--- src/rtl/spim_pkg.sv ---
// Shared definitions for the SPI master: operating modes, register
// offsets and the format-control field layout.
package spim_pkg;

    typedef enum logic [1:0] {
        OPM_OFF = 2'b00,
        OPM_CFG = 2'b01,
        OPM_RUN = 2'b10,
        OPM_RSV = 2'b11
    } opmode_e;

    localparam logic [7:0] REG_MCTL = 8'h00;
    localparam logic [7:0] REG_FMT  = 8'h04;
    localparam logic [7:0] REG_RATE = 8'h08;
    localparam logic [7:0] REG_STAT = 8'h14;
    localparam logic [7:0] REG_DATA = 8'h18;

    // Format control fields, kept packed so the checker can watch them as a vector
    typedef struct packed {
        logic [1:0] lvl;
        logic       rxie;
        logic       msb;
        logic       cpha;
        logic       cpol;
    } fmt_t;

endpackage

--- src/rtl/spim_fifo.sv ---
// Synchronous word queue with an occupancy count.
// Assumes: a push to a full queue and a pop from an empty one are dropped;
// flush empties the queue and overrides push and pop in the same cycle.
module spim_fifo #(
    parameter int W     = 16,
    parameter int DEPTH = 4,
    localparam int PTR_W = (DEPTH > 1) ? $clog2(DEPTH) : 1,
    localparam int CNT_W = $clog2(DEPTH + 1)
) (
    input  logic             clk,
    input  logic             rst_n,
    input  logic             flush,
    input  logic             push,
    input  logic [W-1:0]     wdata,
    input  logic             pop,
    output logic [W-1:0]     rdata,
    output logic [CNT_W-1:0] count
);

    logic [W-1:0]     mem [DEPTH];
    logic [PTR_W-1:0] wr_ptr;
    logic [PTR_W-1:0] rd_ptr;
    logic [CNT_W-1:0] cnt_q;
    logic             push_ok;
    logic             pop_ok;

    assign push_ok = push && (cnt_q != CNT_W'(DEPTH)) && !flush;
    assign pop_ok  = pop && (cnt_q != '0) && !flush;
    assign rdata   = mem[rd_ptr];
    assign count   = cnt_q;

    // Storage write, no reset needed on the data array
    always_ff @(posedge clk) begin
        if (push_ok) begin
            mem[wr_ptr] <= wdata;
        end
    end

    // Pointer and count upkeep
    always_ff @(posedge clk) begin
        if (!rst_n || flush) begin
            wr_ptr <= '0;
            rd_ptr <= '0;
            cnt_q  <= '0;
        end else begin
            if (push_ok) begin
                wr_ptr <= (wr_ptr == PTR_W'(DEPTH - 1)) ? '0 : wr_ptr + 1'b1;
            end
            if (pop_ok) begin
                rd_ptr <= (rd_ptr == PTR_W'(DEPTH - 1)) ? '0 : rd_ptr + 1'b1;
            end
            cnt_q <= cnt_q + CNT_W'(push_ok) - CNT_W'(pop_ok);
        end
    end

endmodule

--- src/rtl/spim_shifter.sv ---
// Serial engine: shifts one word out on mosi while capturing one word from miso.
// Assumes: div >= 1 after the zero-to-one substitution; each bit spans div+1
// base cycles, the serial clock toggles at the middle count and at the bit end,
// and miso is captured on the base edge that creates the middle toggle, which
// is the sampling edge in all four clock modes. Length, order and divider are
// latched when a word starts; polarity and phase are used live.
module spim_shifter #(
    parameter int WORD_MAX = 16,
    parameter int DIV_W    = 8,
    localparam int BIT_W   = $clog2(WORD_MAX)
) (
    input  logic                clk,
    input  logic                rst_n,
    input  logic                start,
    input  logic [WORD_MAX-1:0] tx_word,
    input  logic                wide,
    input  logic                msb,
    input  logic                cpol,
    input  logic                cpha,
    input  logic [DIV_W-1:0]    div,
    input  logic                miso,
    output logic                busy,
    output logic                done,
    output logic [WORD_MAX-1:0] rx_word,
    output logic                sclk,
    output logic                mosi
);

    logic                busy_q;
    logic [DIV_W-1:0]    cnt_q;
    logic [BIT_W-1:0]    bit_q;
    logic [WORD_MAX-1:0] txw_q;
    logic [WORD_MAX-1:0] rxw_q;
    logic [DIV_W-1:0]    div_q;
    logic                wide_q;
    logic                msb_q;

    logic [BIT_W-1:0]    last_bit;
    logic [BIT_W-1:0]    idx;
    logic [DIV_W:0]      half_w;
    logic [DIV_W:0]      cnt_x;
    logic                second_half;
    logic                sample;
    logic                bit_end;
    logic [DIV_W-1:0]    div_eff;

    // Bit timing and bit selection derived from the latched word settings
    always_comb begin
        last_bit    = wide_q ? BIT_W'(WORD_MAX - 1) : BIT_W'(WORD_MAX / 2 - 1);
        idx         = msb_q ? (last_bit - bit_q) : bit_q;
        half_w      = ({1'b0, div_q} + (DIV_W + 1)'(1)) >> 1;
        cnt_x       = {1'b0, cnt_q};
        second_half = (cnt_x >= half_w);
        sample      = busy_q && (cnt_x == (half_w - (DIV_W + 1)'(1)));
        bit_end     = (cnt_q == div_q);
        div_eff     = (div == '0) ? DIV_W'(1) : div;
    end

    assign busy    = busy_q;
    assign done    = busy_q && bit_end && (bit_q == last_bit);
    assign rx_word = rxw_q;
    assign sclk    = cpol ^ (busy_q & (second_half ^ cpha));
    assign mosi    = busy_q & txw_q[idx];

    // Word sequencing: load on start, capture mid-bit, advance at bit end
    always_ff @(posedge clk) begin
        if (!rst_n) begin
            busy_q <= 1'b0;
            cnt_q  <= '0;
            bit_q  <= '0;
            txw_q  <= '0;
            rxw_q  <= '0;
            div_q  <= DIV_W'(1);
            wide_q <= 1'b0;
            msb_q  <= 1'b1;
        end else if (!busy_q) begin
            if (start) begin
                busy_q <= 1'b1;
                cnt_q  <= '0;
                bit_q  <= '0;
                txw_q  <= tx_word;
                rxw_q  <= '0;
                div_q  <= div_eff;
                wide_q <= wide;
                msb_q  <= msb;
            end
        end else begin
            if (sample) begin
                rxw_q[idx] <= miso;
            end
            if (bit_end) begin
                cnt_q <= '0;
                bit_q <= bit_q + 1'b1;
                if (bit_q == last_bit) begin
                    busy_q <= 1'b0;
                end
            end else begin
                cnt_q <= cnt_q + 1'b1;
            end
        end
    end

endmodule

--- src/rtl/spim_regs.sv ---
// Register file and bus decode for the SPI master.
// Assumes: DIV_W is 8 so the divider fits rate bits 15:8; queue counts fit
// three status bits; write data bits above 15 carry nothing.
module spim_regs
    import spim_pkg::*;
#(
    parameter int ADDR_W   = 8,
    parameter int DATA_W   = 32,
    parameter int DIV_W    = 8,
    parameter int CNT_W    = 3,
    parameter int WORD_MAX = 16,
    localparam int LEN_W   = 8
) (
    input  logic                clk,
    input  logic                rst_n,
    input  logic [ADDR_W-1:0]   bus_addr,
    input  logic                bus_we,
    input  logic                bus_rd,
    input  logic [DATA_W-1:0]   bus_wdata,
    output logic [DATA_W-1:0]   bus_rdata,
    input  logic [CNT_W-1:0]    tx_cnt,
    input  logic [CNT_W-1:0]    rx_cnt,
    input  logic                busy,
    input  logic [WORD_MAX-1:0] rx_head,
    output opmode_e             mode,
    output logic                run_en,
    output fmt_t                fmt,
    output logic [DIV_W-1:0]    div,
    output logic [LEN_W-1:0]    len,
    output logic                wide,
    output logic                tx_push,
    output logic                rx_pop,
    output logic                fifo_clr,
    output logic                irq,
    output logic                rx_hit,
    output logic                idle
);

    opmode_e          mode_q;
    logic             stop_q;
    fmt_t             fmt_q;
    logic [DIV_W-1:0] div_q;
    logic [LEN_W-1:0] len_q;

    logic hit_mctl, hit_fmt, hit_rate, hit_stat, hit_data;
    logic [CNT_W:0]  need_w;
    logic [DATA_W-1:0] stat_w;
    logic wdata_unused;

    assign hit_mctl = (bus_addr == ADDR_W'(REG_MCTL));
    assign hit_fmt  = (bus_addr == ADDR_W'(REG_FMT));
    assign hit_rate = (bus_addr == ADDR_W'(REG_RATE));
    assign hit_stat = (bus_addr == ADDR_W'(REG_STAT));
    assign hit_data = (bus_addr == ADDR_W'(REG_DATA));
    assign wdata_unused = ^bus_wdata[DATA_W-1:16];

    // Mode control: operating mode and stop request, writable at any time
    always_ff @(posedge clk) begin
        if (!rst_n) begin
            mode_q <= OPM_CFG;
            stop_q <= 1'b0;
        end else if (bus_we && hit_mctl) begin
            mode_q <= opmode_e'(bus_wdata[7:6]);
            stop_q <= bus_wdata[1];
        end
    end

    // Format and rate control: accepted only in configuration mode
    always_ff @(posedge clk) begin
        if (!rst_n) begin
            fmt_q <= '{lvl: 2'd0, rxie: 1'b0, msb: 1'b1, cpha: 1'b0, cpol: 1'b0};
            div_q <= DIV_W'(1);
            len_q <= LEN_W'(8);
        end else if (bus_we && (mode_q == OPM_CFG)) begin
            if (hit_fmt) begin
                fmt_q <= '{lvl: bus_wdata[13:12], rxie: bus_wdata[9],
                           msb: bus_wdata[2], cpha: bus_wdata[1], cpol: bus_wdata[0]};
            end
            if (hit_rate) begin
                div_q <= bus_wdata[8 +: DIV_W];
                len_q <= bus_wdata[LEN_W-1:0];
            end
        end
    end

    // Queue strobes, level compare, interrupt and idle flag
    always_comb begin
        tx_push  = bus_we && hit_data;
        rx_pop   = bus_rd && hit_data;
        fifo_clr = bus_we && hit_mctl && bus_wdata[0];
        need_w   = (CNT_W + 1)'(fmt_q.lvl) + (CNT_W + 1)'(1);
        rx_hit   = ({1'b0, rx_cnt} >= need_w);
        irq      = rx_hit && fmt_q.rxie;
        idle     = (tx_cnt == '0) && !busy;
    end

    // Status word assembly
    always_comb begin
        stat_w        = '0;
        stat_w[14]    = rx_hit;
        stat_w[13:11] = 3'(tx_cnt);
        stat_w[10:8]  = 3'(rx_cnt);
        stat_w[2]     = idle;
    end

    // Read data multiplexer
    always_comb begin
        bus_rdata = '0;
        if (hit_mctl) begin
            bus_rdata[7:6] = mode_q;
            bus_rdata[1]   = stop_q;
        end else if (hit_fmt) begin
            bus_rdata[13:12] = fmt_q.lvl;
            bus_rdata[9]     = fmt_q.rxie;
            bus_rdata[2]     = fmt_q.msb;
            bus_rdata[1]     = fmt_q.cpha;
            bus_rdata[0]     = fmt_q.cpol;
        end else if (hit_rate) begin
            bus_rdata[8 +: DIV_W]  = div_q;
            bus_rdata[LEN_W-1:0]   = len_q;
        end else if (hit_stat) begin
            bus_rdata = stat_w;
        end else if (hit_data) begin
            bus_rdata[WORD_MAX-1:0] = (rx_cnt == '0) ? '0 : rx_head;
        end
    end

    assign mode   = mode_q;
    assign run_en = (mode_q == OPM_RUN) && !stop_q;
    assign fmt    = fmt_q;
    assign div    = div_q;
    assign len    = len_q;
    assign wide   = (len_q == LEN_W'(16));

endmodule

--- src/rtl/spim_top.sv ---
// SPI master top: register file, transmit and receive queues, serial engine.
// Assumes: one bus access per cycle; a new word starts only when the engine
// is idle and the receive queue has room for the word it will return.
module spim_top
    import spim_pkg::*;
#(
    parameter int ADDR_W     = 8,
    parameter int DATA_W     = 32,
    parameter int FIFO_DEPTH = 4,
    parameter int WORD_MAX   = 16,
    parameter int DIV_W      = 8,
    localparam int CNT_W     = $clog2(FIFO_DEPTH + 1)
) (
    input  logic              clk,
    input  logic              rst_n,
    input  logic [ADDR_W-1:0] bus_addr,
    input  logic              bus_we,
    input  logic              bus_rd,
    input  logic [DATA_W-1:0] bus_wdata,
    output logic [DATA_W-1:0] bus_rdata,
    output logic              irq,
    output logic              sclk,
    output logic              mosi,
    input  logic              miso
);

    opmode_e             mode_w;
    fmt_t                fmt_w;
    logic [DIV_W-1:0]    div_w;
    logic [7:0]          len_w;
    logic                wide_w;
    logic                run_en;
    logic                tx_push, rx_pop, fifo_clr;
    logic                rx_hit, idle_w;
    logic [CNT_W-1:0]    tx_cnt, rx_cnt;
    logic [WORD_MAX-1:0] tx_head, rx_head, rx_word;
    logic                busy_w, done_w, start_w;

    // Word start: active, not stopped, data waiting, room for the reply
    assign start_w = run_en && (tx_cnt != '0) && (rx_cnt != CNT_W'(FIFO_DEPTH)) && !busy_w;

    spim_regs #(
        .ADDR_W(ADDR_W), .DATA_W(DATA_W), .DIV_W(DIV_W),
        .CNT_W(CNT_W), .WORD_MAX(WORD_MAX)
    ) u_regs (
        .clk(clk), .rst_n(rst_n),
        .bus_addr(bus_addr), .bus_we(bus_we), .bus_rd(bus_rd),
        .bus_wdata(bus_wdata), .bus_rdata(bus_rdata),
        .tx_cnt(tx_cnt), .rx_cnt(rx_cnt), .busy(busy_w), .rx_head(rx_head),
        .mode(mode_w), .run_en(run_en), .fmt(fmt_w), .div(div_w), .len(len_w),
        .wide(wide_w), .tx_push(tx_push), .rx_pop(rx_pop), .fifo_clr(fifo_clr),
        .irq(irq), .rx_hit(rx_hit), .idle(idle_w)
    );

    spim_fifo #(.W(WORD_MAX), .DEPTH(FIFO_DEPTH)) u_txq (
        .clk(clk), .rst_n(rst_n), .flush(fifo_clr),
        .push(tx_push), .wdata(bus_wdata[WORD_MAX-1:0]),
        .pop(start_w), .rdata(tx_head), .count(tx_cnt)
    );

    spim_fifo #(.W(WORD_MAX), .DEPTH(FIFO_DEPTH)) u_rxq (
        .clk(clk), .rst_n(rst_n), .flush(fifo_clr),
        .push(done_w), .wdata(rx_word),
        .pop(rx_pop), .rdata(rx_head), .count(rx_cnt)
    );

    spim_shifter #(.WORD_MAX(WORD_MAX), .DIV_W(DIV_W)) u_shift (
        .clk(clk), .rst_n(rst_n), .start(start_w), .tx_word(tx_head),
        .wide(wide_w), .msb(fmt_w.msb), .cpol(fmt_w.cpol), .cpha(fmt_w.cpha),
        .div(div_w), .miso(miso), .busy(busy_w), .done(done_w),
        .rx_word(rx_word), .sclk(sclk), .mosi(mosi)
    );

endmodule

--- config.mk ---
export PLATFORM = sky130hd
export DESIGN_NAME = spim_top
export DESIGN_NICKNAME = d
export VERILOG_FILES = /design/src/rtl/spim_pkg.sv /design/src/rtl/spim_fifo.sv /design/src/rtl/spim_shifter.sv /design/src/rtl/spim_regs.sv /design/src/rtl/spim_top.sv
export SDC_FILE = /design/constraint.sdc
export NUM_CORES = 1
export LEC_CHECK = 0
export CAP_MARGIN = 30
export CORE_MARGIN = 3
export CORE_UTILIZATION = 54
export DETAILED_ROUTE_END_ITERATION = 12
export DONT_BUFFER_PORTS = 1
export PLACE_DENSITY_LB_ADDON = 0.08
export SYNTH_ARGS = -nofsm -noshare
export SYNTH_HDL_FRONTEND = slang
export SYNTH_SLANG_ARGS = --single-unit
--- constraint.sdc ---
create_clock -name clk -period 5.3 [get_ports clk]
set_clock_uncertainty 0.2 [all_clocks]
set_input_delay 0.53 -clock clk [delete_from_list [all_inputs] [get_ports clk]]
set_output_delay 0.53 -clock clk [all_outputs]
set_load 0.01 [all_outputs]
# == Word-level counts from Yosys, hierarchy flattened ==
# Memory sizes are Yosys's and may differ from the RTL's. A register that Yosys moved wholly into a read port is not among the register bits.
# Index checks and enable logic that the tools add are counted.
# op_classes
addsub,14
magnitude_cmp,4
eq_ne,18
mux,46
bitwise,5
n_reduce_logical,41
# ops
op,n
16-bit 2-to-1 mux,7
8-bit 2-to-1 mux,5
"8-bit by 5-bit equality test with 1-bit output, second input constant",3
4-bit 2-to-1 mux,6
1-bit logical AND,23
2-bit 2-to-1 mux,10
16-bit bitwise mux,1
8-bit zero test,2
1-bit 2-to-1 mux,13
"2-bit equality test, second input constant",5
2-bit AND reduction,5
"8-bit by 1-bit adder with 9-bit output, second input constant",1
8-bit by 9-bit equality test with 1-bit output,1
"8-bit by 1-bit subtractor with 9-bit output, second input constant",1
"2-bit by 1-bit adder with 2-bit output, second input constant",4
"8-bit by 1-bit adder with 8-bit output, second input constant",1
"8-bit by 3-bit equality test with 1-bit output, second input constant",1
"8-bit by 4-bit equality test with 1-bit output, second input constant",1
8-bit equality test,1
8-bit greater-or-equal comparator,1
3-bit by 1-bit adder with 3-bit output,2
3-bit zero test,2
6-bit 2-to-1 mux,1
"3-bit != test, second input constant",2
other kinds (20),29
# word_totals
register_bits,78
ramBits,128
inputBits,45
elab_cells,152
memories,2
# mem_list
memory,depth,word_bits,rd,rd_clocked_by_memory_dff,wr,line,source
u_rxq.mem,4,16,1,1,1,spim_fifo.sv:20,logic [W-1:0] mem [DEPTH];
u_txq.mem,4,16,1,1,1,spim_fifo.sv:20,

# == Longest topological paths before layout ==
# Gate-level depths: netlist (run 1).
# depth
ltp_word,10
depth_mapped,13
depth_no_buf,12

# == Modules after synthesis ==
# From an unflattened synthesis (run 1), not the netlist that was laid out.
# hier_totals
cells_unflattened,921
hier_area_um2,10914.2
# by_module_without_submodules
module,instances,cells_per_inst,area_each_um2
spim_fifo,2,137,2830.2
spim_shifter,1,452,3572.2
spim_regs,1,191,1654.1
spim_top,1,4,27.5

# == Least setup slack after synthesis (run 1) ==
# No wires, ideal clock.
# synth_timing
path_kind,reg2out
startpoint,register u_shift.div_q[0]
endpoint,output port sclk
arrival_time_ns,2.435
setup_slack_ns,2.135
path_stages_with_launch,13
path_cell_list,dfxtp_1 -> ha_1 -> and3_1 -> buf_6 -> xnor2_4 -> ha_1 -> a21oi_1 -> o21ai_0 -> o21ai_1 -> a22oi_1 -> or4_1 -> nand3_1 -> xnor2_1
# synth_between
elab_chain_len,5
# synth_lines
item,line,source
"start, declared",spim_shifter.sv:34,logic [DIV_W-1:0] div_q;
"start signal, assigned",spim_shifter.sv:83,div_q <= div_eff;
8-bit by 1-bit adder with 9-bit output,spim_shifter.sv:51,"half_w = ({1'b0, div_q} + (DIV_W + 1)'(1)) >> 1;"
8-bit greater-or-equal comparator,spim_shifter.sv:53,second_half = (cnt_x >= half_w);
1-bit bitwise XOR,spim_shifter.sv:62,assign sclk = cpol ^ (busy_q & (second_half ^ cpha));
1-bit bitwise AND,spim_shifter.sv:62,
1-bit bitwise XOR,spim_shifter.sv:62,
"end, declared",spim_top.sv:22,"output logic sclk,"
# Every way passes these cells.

# == Worst setup path in the final report (run 1) ==
# Ends and elaborated chain as after synthesis.

==> results.yml, run 1 <==
outcome:
  status: "completed"
detailed_routing:
  ant_nets: 0
  drt_iter0_markers: 530
  num_vias: 6721
  wl_per_cell_um: 21.31
  via_per_inst: 5.974
  drc: 0
  drtPass1Iterations: 5
  wl_um: 23980
placement:
  port_buffers: 0
  postPlaceCellArea_um2: 10450
  dp_hpwl_um: 16720
  gp_congestion: 0.8596
clocking:
  clk_latency_ns: 0.51
  cts_setup_buffers: 0
  cts_tree: "done"
  cts_num_sinks: 224
  clock_path_buffers: 3
  htree_levels: 1
  cts_made_buffers: 24
  path_clk_slew_ns: 0.06
  clockRootBuffer: "clkbuf_16"
finish:
  area_delta_synth_final_pct: 10.21
  seqCellArea_um2: 5766
  fill_cells: 1499
  drive_gt1_frac: 0.1055
  post-route-util: 0.6097
  multiInputGateArea_um2: 4217
  final_area_um2: 11440
  diodes: 0
  nets: 950
logic_synthesis:
  synthArstFlopShare: 0
  synth_seq_cells: 224
  synth-simple-area-share: 0.1304
  synth-xor-area-share: 0.02964
  synth.distinct_cells: 72
  syn_avg_cell_area_um2: 11.89
  synth.yosys.seq_area_share: 0.5552
  ys.flop_type: "edfxtp_1"
  yosys_warnings: 0
  synthDominantCellAreaShare: 0.3702
  synth.area.mux_share: 0.09073
  yosys-top-cells-area: "edfxtp_1 37%, dfxtp_1 19%, mux4_2 7.8%"
  synth_fa_ha_area_frac: 0.03759
  synth_edf_count: 128
  synthCells: 873
  yosysTopAreaCell: "edfxtp_1"
  synth_top_family_by_area: "simple AND/OR/NAND/NOR gates"
  synthesis.area_um2: 10380
  synth_compound_area_frac: 0.1119
die:
  die_y_um: 144.7
  num_rows: 50
  core-area_um2: 18770
  start_util: 0.5533
  die-area_um2: 20930
  die_width_um: 144.7
  ios: 80
power_and_ir_drop:
  power.density_nw_per_um2: 306.3
  p_total_mw: 3.505
  p_leak_nw: 3.961
  ir_drop_uv: 288.2
timing:
  slew_violations: 0
  fin_tns_setup_ns: 0
  min_period_ns: 4.345
  tightestPinTransition_ns: 1.051
  hold_viol: 0
  fmax_mhz: 230.1
  holdWs_ns: 0.01831
  setup_viol: 0
  relSlewSlack: 0.2972
  rsz0062_at_grt: "no"
  fin_crit_sh: 0.8199
setup_path:
  crit_top_cell: "ha_1"
  crit_type: "flop to output pin"
  crit_buf_inv: 0
  worstPathCellList: "ha_1 -> and3_1 -> xnor2_4 -> ha_1 -> a21oi_1 -> o21ai_0 -> o21ai_1 -> a22oi_1 -> or4_1 -> nand3_1 -> xnor2_1"
  startpoint_type: "flop"
  cp.required_ns: 4.57
  cp-end-kind: "output pin"
  crit_slowest_cell: "dfxtp_1"
  cp_top_family: "simple AND/OR/NAND/NOR gates"
  max_stage_delay_ns: 0.55
  arrival_ns: 3.62
  crit_fanout: 9
global_route:
  grt.total_usage: 0.2321
  grt_overflow: 0
  grt_pass1_vias: 6664
  grt_pass1_wl_um: 37140
  grt_max_degree: 72
  antenna_found_initial: 0
min_path:
  hold_class: "input port to flop"
flow_run:
  maxCapViolCount: 0
-- cell usage after synthesis, types with 3 or more instances --
master	instances
nor2b_1	16
a21boi_0	44
nor4b_1	3
clkbuf_1	33
dfxtp_1	96
xor2_1	5
nand3b_1	4
a222oi_1	7
a22oi_1	4
nand2_1	138
nor2_1	21
a21oi_1	32
or3_1	3
nor4_1	4
o22ai_1	5
buf_2	3
buf_6	3
nor3_1	7
and2_1	15
nand3_1	22
mux4_2	36
ha_1	28
nand2b_1	4
a221oi_1	4
and3_1	17
xnor2_1	20
nand4_1	4
inv_1	30
a22o_1	4
buf_1	6
edfxtp_1	128
nor3b_1	3
buf_4	20
mux2i_1	12
o21ai_0	24
or4_1	3
o21ai_1	19
-- metrics by stage --
step                setup slack (ns)  instances
finish                        0.9545       1125
detailed placement             1.516       1063
global route                  0.6857       1125
floorplan                      2.135        888
CTS                           0.9599       1125
global placement               1.610       1060
-- report_power, final --
group / leakage (nW) / switching, mW / internal [mW] / total (mW)
Sequential: 1.92 / 0.000427 / 1.83 / 1.83
Combinational: 1.66 / 0.0307 / 0.0186 / 0.0493
Clock: 0.375 / 0.644 / 0.984 / 1.63
Total: 3.96 / 0.676 / 2.83 / 3.51
-- worst paths after layout --
kind / endpoint / from / cells past startpoint / slack (ns)
setup / recovery: sclk / u_shift.div_q[0] / 11 / 0.95
hold / removal: u_regs.mode[0] / bus_we / 2 / 0.02
setup reg to reg: u_rxq.mem[0][7] / u_shift.busy / 5 / 1.56
hold reg to reg: u_shift.txw_q[1] / u_shift.txw_q[1] / 2 / 0.26
-- logic make-up (layout without fill, tap and decap cells) --
kind of cell,count (synthesis),after routing
AND/OR/NAND/NOR,276,276
multiplexers,49,49
AO/OA/AOI/OAI,169,169
flip-flops,224,224
buffers and inverters,95,98
adder cells (fa/ha/maj),30,30
other,1,16
XOR/XNOR,29,29
-- layout by cell type (no fill, tap or decap), types with 19 or more instances in the layout --
cell and count:
nand2_1 138, edfxtp_1 128, dfxtp_1 96, a21boi_0 44, mux4_2 36, a21oi_1 32
inv_1 30, ha_1 28, clkbuf_16 25, o21ai_0 24, nand3_1 22, nor2_1 21
xnor2_1 20, o21ai_1 19, dlygate4sd3_1 19
-- registers in the layout, indices dropped and copies added, names as in the netlist, named ones only --
signal,cells
u_rxq.mem,64
u_txq.mem,64
u_shift.rx_word,16
u_shift.txw_q,16
u_regs.div,8
u_regs.len,8
u_shift.cnt_q,8
u_shift.div_q,8
u_regs.fmt,6
u_shift.bit_q,4
u_rxq.count,3
u_txq.count,3
u_regs.mode,2
u_rxq.rd_ptr,2
u_rxq.wr_ptr,2
u_txq.rd_ptr,2
u_txq.wr_ptr,2
u_regs.stop_q,1
u_shift.busy,1
u_shift.msb_q,1
u_shift.wide_q,1
-- what timing repair did --
item / in CTS / in global routing
hold buffers: 20 / 0
endpoints found under the hold margin: 135 / 0
resized for setup: 0 / 0
-- final cells by class --
cell class	instances	area share
Timing Repair Buffer	26	0.02471
Clock buffer	33	0.05904
Clock inverter	9	0.008528
Sequential cell	224	0.5038
Inverter	30	0.009840
Tap cell	234	0.02558
Multi-Input combinational cell	569	0.3685
-- metal layers --
layer  GRT usage  routed length, um  vias to the layer above
met1      0.3031              10010                     3336
met5           0                  0                        -
met3     0.04601               1503                       31
li1            -                  -                     3163
met2      0.3970              11930                      191
met4     0.06676                543                        0
(Power assumes the default switching activity.)
==> inputs of run 2 (changes only) <==
Clock period 5.3 ns to 4 ns, I/O delays scaled along.
==> results.yml, run 2 (synthesized netlist as in run 1, its figures left out) <==
finish:
  layout_common_cells: "138 x nand2_1, 128 x edfxtp_1, 93 x dfxtp_1, 44 x a21boi_0, 36 x mux4_2"
  nets: 957
  diodes: 0
  fill_cells: 1524
  drive_gt1_frac: 0.1180
  multiInputGateArea_um2: 4224
  layout_commonest_cell: "nand2_1"
  top_regs: "u_rxq.mem (64), u_txq.mem (64)"
  seqCellArea_um2: 5769
  area_delta_synth_final_pct: 10.34
setup_path:
  startpoint_type: "flop"
  r2r_start: "u_shift.div_q[0]"
  arrival_ns: 3.20
  crit_type: "flop to output pin"
  cp-end-kind: "output pin"
  r2r_setup_slack_ns: 0.84
  crit_slowest_cell: "or4_1"
  crit_end: "sclk"
  worstPathCellList: "ha_2 -> and3_4 -> xnor2_4 -> ha_1 -> a21oi_1 -> o21ai_0 -> o21ai_1 -> a22oi_1 -> or4_1 -> nand3_1 -> xnor2_1"
  max_stage_delay_ns: 0.47
  cp.required_ns: 3.40
  worstSetupStartpoint: "u_shift.div_q[0]"
  r2r_cells: 10
  r2r-end: "u_shift.rx_word[1]"
  crit_fanout: 9
die:
  ios: 80
  die_width_um: 144.7
  start_util: 0.5533
  core-area_um2: 18770
  die-area_um2: 20930
  die_y_um: 144.7
  num_rows: 50
timing:
  fin_crit_sh: 0.9506
  setup_viol: 0
  min_period_ns: 3.802
  slew_violations: 0
  hold_viol: 0
  fmax_mhz: 263.0
  tightestPinTransition_ns: 1.029
  fin_tns_setup_ns: 0
  relSlewSlack: 0.3115
  layout_setup_ws_ns: 0.1977
  rsz0062_at_grt: "no"
clocking:
  clock_path_buffers: 3
  htree_levels: 1
  clk_latency_ns: 0.50
  clockRootBuffer: "clkbuf_16"
  cts_made_buffers: 23
  cts_num_sinks: 224
  cts_tree: "done"
  path_clk_slew_ns: 0.06
global_route:
  grt.total_usage: 0.2389
  grt_max_degree: 73
  grt_overflow: 0
  grt_pass1_vias: 6768
  antenna_found_initial: 1
  grt_pass1_wl_um: 38210
detailed_routing:
  ant_nets: 0
  drtPass1Iterations: 7
  drt_iter0_markers: 663
  num_vias: 6824
  via_per_inst: 6.028
  drc: 0
  wl_per_cell_um: 21.95
  wl_um: 24850
flow_run:
  maxCapViolCount: 0
power_and_ir_drop:
  power.density_nw_per_um2: 401.5
  ir_drop_uv: 384.4
  p_leak_nw: 4.039
outcome:
  status: "completed"
min_path:
  worstHoldStart: "rst_n"
  hold_class: "input port to flop"
placement:
  pre_cts_ws_ns: 0.4281
  port_buffers: 0
  gp_congestion: 0.8429
  dp_hpwl_um: 17100
==> run 2: where the power goes <==
group	internal, mW	switching [mW]	leakage [nW]
Combinational	0.0247	0.0421	1.70
Clock	1.25	0.858	0.357
Sequential	2.42	0.000591	1.98
Total	3.70	0.901	4.04
==> run 2: worst min-delay path by stage <==
stage / cells after the start / end
6_report: 2 / u_shift.msb_q
5_1_grt: 2 / u_shift.msb_q
4_1_cts: 2 / u_shift.msb_q
3_5_place_dp: 2 / u_shift.txw_q[2]
3_3_place_gp: 2 / u_shift.txw_q[13]
2_1_floorplan: 2 / u_shift.txw_q[14]
==> run 2: cell type report <==
type | instances | share of cell area
clock buffer | 30 | 0.05253
clock inverter | 11 | 0.01169
inverter | 30 | 0.009829
multi-input combinational | 569 | 0.3687
sequential | 224 | 0.5036
tap | 234 | 0.02555
timing repair buffer | 34 | 0.02818
==> run 2: through the flow <==
stage / total power [mW] / hold WS (ns) / util / area (um^2) / instances
floorplan: 2.511 / 0.2402 / - / 10440 / 888
global placement: 2.494 / 0.2480 / 0.5591 / 10490 / 1071
detailed placement: 2.495 / 0.2559 / 0.5591 / 10490 / 1071
CTS: 4.637 / 0.01309 / 0.6101 / 11450 / 1132
global route: 4.729 / 0.04153 / 0.6105 / 11460 / 1132
finish: 4.600 / 0.03666 / 0.6105 / 11460 / 1132
==> run 2: per-layer routing <==
layer / vias up / GRT usage / wire [um]
li1: 3175 / - / -
met1: 3395 / 0.3255 / 10650
met2: 197 / 0.3831 / 11720
met3: 55 / 0.05324 / 1536
met4: 2 / 0.08100 / 930
met5: - / 0 / 7
==> run 2: worst max-delay path: cells and delay by family (launching register included) <==
family                   cells  cell delay (ns)
AO/OA/AOI/OAI                4             0.56
XOR/XNOR                     2             0.33
adder cells (fa/ha/maj)      2             0.54
flip-flops                   1             0.44
AND/OR/NAND/NOR              3             0.84
==> run 2: what timing repair did <==
item,in CTS,in global routing
endpoints found under the hold margin,138,0
gates cloned,0,0
hold buffers,20,0
resized for setup,3,3
endpoints found under the setup margin,1,1
buffers inserted,0,0
==> inputs of run 3 (changes only) <==
Settings changed: CORE_UTILIZATION 54 to 50.
==> results.yml, run 3 (synthesized netlist as in run 1, its figures left out) <==
outcome:
  status: "completed"
setup_path:
  crit_type: "flop to output pin"
  r2r_start: "u_shift.div_q[5]"
  crit_slowest_cell: "or4_1"
  worstPathCellList: "ha_4 -> and3_4 -> xnor2_4 -> ha_1 -> a21oi_1 -> o21ai_0 -> o21ai_1 -> a22oi_1 -> or4_1 -> nand3_1 -> xnor2_1"
  r2r_setup_slack_ns: 0.61
  crit_fanout: 9
  cp-end-kind: "output pin"
  arrival_ns: 3.19
  max_stage_delay_ns: 0.49
  r2r_cells: 8
  startpoint_type: "flop"
  cp.required_ns: 3.40
  r2r-end: "u_rxq.count[1]"
detailed_routing:
  via_per_inst: 5.835
  drtPass1Iterations: 5
  ant_nets: 0
  num_vias: 6845
  wl_per_cell_um: 20.95
  wl_um: 24580
  drc: 0
  drt_iter0_markers: 734
placement:
  dp_hpwl_um: 17020
  port_buffers: 0
  gp_congestion: 0.8808
  postPlaceCellArea_um2: 10550
finish:
  nets: 960
  diodes: 0
  drive_gt1_frac: 0.1196
  top_regs: "u_rxq.mem (64), u_txq.mem (64)"
  final_area_um2: 11590
  area_delta_synth_final_pct: 11.58
  layout_common_cells: "138 x nand2_1, 128 x edfxtp_1, 93 x dfxtp_1, 44 x a21boi_0, 36 x mux4_2"
  layout_commonest_cell: "nand2_1"
timing:
  fin_crit_sh: 0.9467
  fmax_mhz: 264.1
  hold_viol: 0
  setup_viol: 0
  tightestPinTransition_ns: 1.050
  relSlewSlack: 0.2942
  fin_tns_setup_ns: 0
  min_period_ns: 3.787
  rsz0062_at_grt: "no"
  slew_violations: 0
  holdWs_ns: 0.05499
die:
  die_width_um: 150.1
  core-area_um2: 20300
  start_util: 0.5115
  die-area_um2: 22530
  num_rows: 52
  ios: 80
  die_y_um: 150.1
global_route:
  grt.total_usage: 0.2225
  grt_max_degree: 73
  grt_pass1_wl_um: 38630
  grt_overflow: 0
  antenna_found_initial: 0
  grt_pass1_vias: 6787
clocking:
  clock_path_buffers: 3
  clockRootBuffer: "clkbuf_16"
  cts_made_buffers: 24
  clk_latency_ns: 0.52
  cts_setup_buffers: 0
  cts_tree: "done"
  cts_num_sinks: 224
  htree_levels: 1
  path_clk_slew_ns: 0.06
power_and_ir_drop:
  p_leak_nw: 4.076
  power.density_nw_per_um2: 404.2
  ir_drop_uv: 269.7
  p_total_mw: 4.683
min_path:
  worstHoldStart: "bus_addr[4]"
  hold_depth: 4
  hold_path_end: "u_regs.stop_q"
  hold_class: "input port to flop"
flow_run:
  maxCapViolCount: 0
[run 3: cell types whose count changed in the layout (fill, tap and decap cells not counted), sizes merged]
| cell | change |
|---|---|
| clkbuf | +5 |
| buf | +1 |
| bufinv | -1 |
| clkinvlp | -1 |
| dlygate4sd3 | +1 |
[run 3: per-stage QoR]
stage,utilization,instances,setup slack (ns)
floorplan,-,888,0.9648
global placement,0.5195,1108,0.4429
detailed placement,0.5195,1108,0.3855
CTS,0.5698,1173,0.04907
global route,0.5708,1173,0.03712
finish,0.5708,1173,0.2132
[run 3: area by class of cell]
class,count,area [um^2]
clock buffer,35,683.2
clock inverter,9,106.4
fill,1716,8713
inverter,30,112.6
multi-input combinational,569,4234
sequential,224,5772
tap,270,337.8
timing repair buffer,36,340.3
[run 3: worst max path at each step]
stage                     startpoint  endpoint  slack (ns)  depth (start not counted)
floorplan           u_shift.div_q[0]      sclk        0.96                         12
global placement    u_shift.div_q[0]      sclk        0.44                         11
detailed placement  u_shift.div_q[0]      sclk        0.39                         11
CTS                 u_shift.div_q[0]      sclk        0.05                         11
global route        u_shift.div_q[3]      sclk        0.04                         10
finish              u_shift.div_q[1]      sclk        0.21                         11
[run 3: repair_timing]
item | CTS | global route
hold buffers | 21 | 0
gates resized for setup | 3 | 5
hold endpoints to repair | 138 | 0
setup endpoints to repair | 1 | 1
[run 3: critical path, delay by kind of cell, from the launching register on]
family	cells	cell delay (ns)
adders and majority gates	2	0.47
and+or+nand+nor	3	0.86
xor gates and xnor gates	2	0.34
DFF	1	0.45
AOI/OAI and AO/OA	4	0.57
[run 3: power by group]
group          total, mW  switching (mW)  internal [mW]
clock               2.20           0.879           1.32
combinational     0.0678          0.0426         0.0253
sequential          2.42        0.000574           2.42
[run 3: metal layers]
metal	routed length [um]	GRT usage	part of all wire
met3	1958	0.05870	0.080
met5	0	0	0
met4	642	0.06084	0.026
met2	11540	0.3575	0.47
met1	10440	0.3018	0.42
